==> src/rtl/wtc_pkg.sv <==
package wtc_pkg;
   localparam int unsigned WORD_BITS      = 32;
   localparam int unsigned MAX_LINES      = 168;
   localparam int unsigned EN_BASE_ADDR   = 32'h0000_0010;
   localparam int unsigned CFG_BASE_ADDR  = 32'h0000_0110;
   localparam int unsigned CODE_W         = 3;

   typedef enum logic [CODE_W-1:0] {
      TRIG_LVL_LO = 3'b000,
      TRIG_FALL   = 3'b010,
      TRIG_LVL_HI = 3'b100,
      TRIG_RISE   = 3'b110,
      TRIG_BOTH   = 3'b111
   } trig_mode_e;
endpackage

==> src/rtl/wtc_sync.sv <==
module wtc_sync #(
   parameter int STAGES = 2
) (
   input  logic clk,
   input  logic rst_n,
   input  logic d,
   output logic cur,
   output logic prev
);
   logic [STAGES:0] chain_q;

   always_ff @(posedge clk or negedge rst_n) begin
      if (!rst_n) chain_q <= '0;
      else        chain_q <= {chain_q[STAGES-1:0], d};
   end

   assign cur  = chain_q[STAGES-1];
   assign prev = chain_q[STAGES];
endmodule

==> src/rtl/wtc_shaper.sv <==
module wtc_shaper
   import wtc_pkg::*;
(
   input  logic [CODE_W-1:0] mode,
   input  logic              enable,
   input  logic              cur,
   input  logic              prev,
   output logic              fire
);
   logic rose, fell, raw;

   assign rose = cur & ~prev;
   assign fell = ~cur & prev;

   always_comb begin
      raw = 1'b0;
      case (mode)
         TRIG_LVL_LO: raw = ~cur;
         TRIG_LVL_HI: raw = cur;
         TRIG_FALL:   raw = fell;
         TRIG_RISE:   raw = rose;
         TRIG_BOTH:   raw = rose | fell;
         default:     raw = 1'b0;
      endcase
      fire = enable & raw;
   end
endmodule

==> src/rtl/wtc_regs.sv <==
module wtc_regs
   import wtc_pkg::*;
#(
   parameter int NUM_LINES = 168,
   parameter int ADDR_W    = 12
) (
   input  logic                        clk,
   input  logic                        rst_n,
   input  logic                        wr_en,
   input  logic                        rd_en,
   input  logic [ADDR_W-1:0]           addr,
   input  logic [WORD_BITS-1:0]        wdata,
   output logic [WORD_BITS-1:0]        rdata,
   output logic [NUM_LINES-1:0]        en_o,
   output logic [NUM_LINES*CODE_W-1:0] cfg_o
);
   localparam int WA_W     = ADDR_W - 2;
   localparam int EN_WORDS = (NUM_LINES + WORD_BITS - 1) / WORD_BITS;
   localparam int EN_W0    = EN_BASE_ADDR / 4;
   localparam int CFG_W0   = CFG_BASE_ADDR / 4;

   logic [WA_W-1:0]               wa;
   logic                          aligned;
   logic                          wr_ok;
   logic [EN_WORDS*WORD_BITS-1:0] en_pad;
   logic [WORD_BITS-1:0]          rd_val;

   assign wa      = addr[ADDR_W-1:2];
   assign aligned = (addr[1:0] == 2'b00);
   assign wr_ok   = wr_en & aligned;

   for (genvar n = 0; n < NUM_LINES; n++) begin : g_line
      localparam logic [WA_W-1:0] MY_EN  = WA_W'(EN_W0 + n / WORD_BITS);
      localparam logic [WA_W-1:0] MY_CFG = WA_W'(CFG_W0 + n);
      localparam int              BIT    = n % WORD_BITS;
      logic              en_r;
      logic [CODE_W-1:0] cfg_r;

      always_ff @(posedge clk or negedge rst_n) begin
         if (!rst_n) begin
            en_r  <= 1'b0;
            cfg_r <= '0;
         end else if (wr_ok) begin
            if (wa == MY_EN)  en_r  <= wdata[BIT];
            if (wa == MY_CFG) cfg_r <= wdata[CODE_W-1:0];
         end
      end

      assign en_o[n]               = en_r;
      assign cfg_o[n*CODE_W +: CODE_W] = cfg_r;
   end

   always_comb begin
      en_pad = '0;
      en_pad[NUM_LINES-1:0] = en_o;
   end

   always_comb begin
      rd_val = '0;
      if (aligned) begin
         for (int k = 0; k < EN_WORDS; k++)
            if (wa == WA_W'(EN_W0 + k)) rd_val = en_pad[k*WORD_BITS +: WORD_BITS];
         for (int n = 0; n < NUM_LINES; n++)
            if (wa == WA_W'(CFG_W0 + n))
               rd_val = {{(WORD_BITS-CODE_W){1'b0}}, cfg_o[n*CODE_W +: CODE_W]};
      end
   end

   always_ff @(posedge clk or negedge rst_n) begin
      if (!rst_n)     rdata <= '0;
      else if (rd_en) rdata <= rd_val;
   end
endmodule

==> src/rtl/wake_trig_conv.sv <==
module wake_trig_conv
   import wtc_pkg::*;
#(
   parameter int NUM_LINES   = 168,
   parameter int ADDR_W      = 12,
   parameter int SYNC_STAGES = 2
) (
   input  logic                 clk,
   input  logic                 rst_n,
   input  logic                 wr_en,
   input  logic                 rd_en,
   input  logic [ADDR_W-1:0]    addr,
   input  logic [31:0]          wdata,
   output logic [31:0]          rdata,
   input  logic [NUM_LINES-1:0] line_in,
   output logic [NUM_LINES-1:0] line_out
);
   if (NUM_LINES < 1 || NUM_LINES > MAX_LINES) begin : g_bad_lines
      $error("wake_trig_conv: NUM_LINES out of range");
   end
   if (SYNC_STAGES < 2) begin : g_bad_sync
      $error("wake_trig_conv: SYNC_STAGES must be at least 2");
   end
   if (CFG_BASE_ADDR + 4 * NUM_LINES > (1 << ADDR_W)) begin : g_bad_addr
      $error("wake_trig_conv: ADDR_W too narrow for configuration words");
   end

   logic [NUM_LINES-1:0]        en_bits;
   logic [NUM_LINES*CODE_W-1:0] cfg_bits;

   wtc_regs #(
      .NUM_LINES (NUM_LINES),
      .ADDR_W    (ADDR_W)
   ) u_regs (
      .clk   (clk),
      .rst_n (rst_n),
      .wr_en (wr_en),
      .rd_en (rd_en),
      .addr  (addr),
      .wdata (wdata),
      .rdata (rdata),
      .en_o  (en_bits),
      .cfg_o (cfg_bits)
   );

   for (genvar n = 0; n < NUM_LINES; n++) begin : g_path
      logic s_cur, s_prev;

      wtc_sync #(.STAGES(SYNC_STAGES)) u_sync (
         .clk   (clk),
         .rst_n (rst_n),
         .d     (line_in[n]),
         .cur   (s_cur),
         .prev  (s_prev)
      );

      wtc_shaper u_shape (
         .mode   (cfg_bits[n*CODE_W +: CODE_W]),
         .enable (en_bits[n]),
         .cur    (s_cur),
         .prev   (s_prev),
         .fire   (line_out[n])
      );
   end
endmodule

==> config.mk <==
export PLATFORM = sky130hd
export DESIGN_NAME = wake_trig_conv
export DESIGN_NICKNAME = d
export VERILOG_FILES = /design/src/rtl/wtc_pkg.sv /design/src/rtl/wtc_sync.sv /design/src/rtl/wtc_shaper.sv /design/src/rtl/wtc_regs.sv /design/src/rtl/wake_trig_conv.sv
export SDC_FILE = /design/constraint.sdc
export NUM_CORES = 2
export LEC_CHECK = 0
export ABC_AREA = 1
export ABC_CLOCK_PERIOD_IN_PS = 16800
export BUFFER_PORTS_ARGS = -buffer_cell sky130_fd_sc_hd__buf_4
export CAP_MARGIN = 20
export CORE_MARGIN = 2
export CORE_UTILIZATION = 28
export CTS_BUF_LIST = sky130_fd_sc_hd__clkbuf_2
export CTS_CLUSTER_DIAMETER = 100
export DETAILED_ROUTE_END_ITERATION = 7
export SYNTH_ARGS = -nofsm -noshare
export SYNTH_HDL_FRONTEND = slang
export SYNTH_HIERARCHICAL = 1
export SYNTH_SLANG_ARGS = --single-unit
==> constraint.sdc <==
create_clock -name clk -period 16.8 [get_ports clk]
set_clock_uncertainty 0.2 [all_clocks]
set_input_delay 0.84 -clock clk [delete_from_list [all_inputs] [get_ports clk]]
set_output_delay 0.84 -clock clk [all_outputs]
set_load 0.01 [all_outputs]
==> impl_metrics.toml <==
[sta]
fin_crit_sh = 0.6838
rsz0062_at_grt = "false"
setup_tns_ns = 0
setup_viol = 0
max_freq_mhz = 87.05
hold_viol_final = 0
maxSlewViolCount = 0
tightest_slew_ns = 1.281
slew_headroom = 0.1460
period_minus_slack_ns = 11.49

[setup_path]
worstSetupPathType = "input pin to flop"
cp_slowest_cell = "dlygate4sd3_1"
arrival_ns = 13.01
end_kind = "flop"
cp.required_ns = 18.32
cpMostUsedCell = "nand2_1"
start_kind = "input pin"
slowest_delay_ns = 0.89
crit_fanout = 34
worst-r2r-cell-count = 116

[synth]
synth-compound-area-share = 0.1002
async_flop_share = 1.000
synth_xor_area_frac = 0
synth_area_per_cell_um2 = 7.592
synthTopCellsByCount = "nand2_1, inv_1, dfrtp_1"
yosysTopAreaCellShare = 0.4712
synth_cell_types = 40
synth_top_family_by_area = "simple AND/OR/NAND/NOR gates"
ys_seq_area_frac = 0.4712
synth_top_flop_cell = "dfrtp_1"
synthMuxAreaShare = 0.0001755
syn_nets = 9003
synth_area_leaders = "dfrtp_1, nand2_1, inv_1, ha_1, o21ai_0"
synth_area_leader_cell = "dfrtp_1"
syn_inst = 8451
synth_edf_count = 0
ys_seq_elements = 1208
post-synth-top-count-cell = "nand2_1"
synth_fa_ha_area_frac = 0.06553
netlist_area_um2 = 64160
ys.warnings.count = 6
synthSimpleGateAreaFrac = 0.2394

[drt]
final_antenna_net_count = 0
routed_wirelength_mm = 239.2
first_pass_iters = 6
vias_per_cell = 4.509
drc_errors = 0
wire_per_inst_um = 18.69
drt_iter0_drc = 5313
vias = 57700

[place]
hpwl_mm = 178.0
gp_congestion = 1.006
port_buffers = 415
placedInstanceArea_um2 = 69640

[global_routing]
first_global_vias = 54570
grt_pass1_wl_mm = 349.4
overflow = 0
antenna_found_initial = 19
grt_max_degree = 157
grtUsageTotal = 0.2026

[cts]
clk_path_buf_depth = 4
cts_tree = "yes"
insertion_delay_ns = 1.87
htree_levels = 5
cts_inserted_buffers = 347
ctsResizeCount = 0
path_clk_slew_ns = 0.11
cts_root_buffer = "clkbuf_2"
post-cts-setup-buffers = 0
clock_sinks = 1208

[floorplan]
die_w_um = 482.7
start_util = 0.2820
core_um2 = 227500
rows = 175
die_area_um2 = 233000
io_pins = 416
die_h_um = 482.7

[worst_hold_path]
min-delay-path-class = "flop to flop"
holdPathStages = 0

[layout]
layout.nets = 10100
register_area_um2 = 30230
area_growth_pct = 22.67
design_area_um2 = 78700
multi_input_area_um2 = 26030
nFillCells = 23980
drive_above_1_share = 0.1382

[pwr]
power_density_nw_per_um2 = 71.91
power.total_w = 0.005660
p_leak_nw = 37.86
ir_drop_uv = 68.01

[run]
cap_violations = 0

[run_status]
status = "finished, final reports clean"
==> cells in the final DEF, fill, tap and decap left out, drive strengths merged, types with 9 or more instances in the layout <==
master,synthesis,final
nand2,2808,2808
inv,1613,1614
dfrtp,1208,1208
o21ai,752,752
dlygate4sd3,0,604
buf,177,466
clkbuf,142,462
nand3,439,439
nor2,431,431
a21oi,338,338
ha,336,336
clkinv,10,115
nand4,57,57
or2,35,35
nor4,32,32
a22oi,17,17
nor3,17,17
a221oi,12,12
diode,0,9
==> path summary, 6_finish.rpt <==
| check | slack [ns] | end | from |
|---|---|---|---|
| min | 0.03 | g_path[71].u_sync/chain_q[1] | g_path[71].u_sync/chain_q[0] |
| max reg2reg | 7.16 | u_regs/rdata[1] | u_regs/g_line[1].en_r |
| max in group asynchronous | 13.14 | g_path[61].u_sync/chain_q[0] | rst_n |
| min in group asynchronous | 0.61 | g_path[151].u_sync/chain_q[1] | rst_n |
| min reg2reg | 0.03 | g_path[71].u_sync/chain_q[1] | g_path[71].u_sync/chain_q[0] |
| max | 5.31 | u_regs/rdata[1] | addr[6] |
==> worst max-delay path: cells and delay by family <==
| family | cells | cell delay [ns] |
|---|---|---|
| buffers and inverters | 6 | 3.10 |
| and+or+nand+nor | 116 | 8.89 |
| AOI/OAI and AO/OA | 1 | 0.18 |
==> per-layer routing <==
metal / GRT usage / part of all wire / vias to the layer above
met5: 0 / 0.00024 / -
met4: 0.1463 / 0.080 / 10
met3: 0.04857 / 0.086 / 634
met2: 0.2875 / 0.40 / 2370
met1: 0.2682 / 0.43 / 26500
li1: - / - / 28190
==> area by class of cell <==
| class | count | area share |
|---|---|---|
| antenna | 9 | 0.0002862 |
| clock buffer | 462 | 0.02938 |
| clock inverter | 115 | 0.007567 |
| inverter | 1623 | 0.07750 |
| multi-input combinational | 5301 | 0.3308 |
| sequential | 1208 | 0.3841 |
| tap | 3009 | 0.04784 |
| timing repair buffer | 1070 | 0.1226 |
==> power by group <==
| group | total (W) | internal (W) | switching (W) |
|---|---|---|---|
| Combinational | 0.000470 | 0.000200 | 0.000269 |
| Clock | 0.00215 | 0.000821 | 0.00133 |
| Sequential | 0.00304 | 0.00297 | 0.0000624 |
==> state kept, by name (all words and copies together), names as in the netlist <==
signal,flops
u_regs/g_line.cfg_r,504
u_regs/rdata,32
g_path.u_sync/chain_q,504
u_regs/g_line.en_r,168
==> stage by stage <==
step	utilization	setup slack [ns]	hold WS, ns	std cells
detailed placement	0.3061	5.845	0.1347	11600
finish	0.3459	5.313	0.03098	12800
CTS	0.3456	5.913	0.001492	12790
global placement	0.3061	5.943	0.1318	11600
global route	0.3459	4.208	0.05511	12790
floorplan	-	8.776	0.1312	8451
==> kinds of logic after synthesis <==
| family | count (synthesis) |
|---|---|
| and+or+nand+nor | 3830 |
| buffers and inverters | 1942 |
| DFF | 1208 |
| AOI/OAI and AO/OA | 1134 |
| adders and majority gates | 336 |
| muxes | 1 |
==> repair_timing <==
item | CTS | global route
hold buffers | 605 | 0
endpoints found under the setup margin | 0 | 0
endpoints found under the hold margin | 1326 | 0
Power figures use the tool's default switching activity.
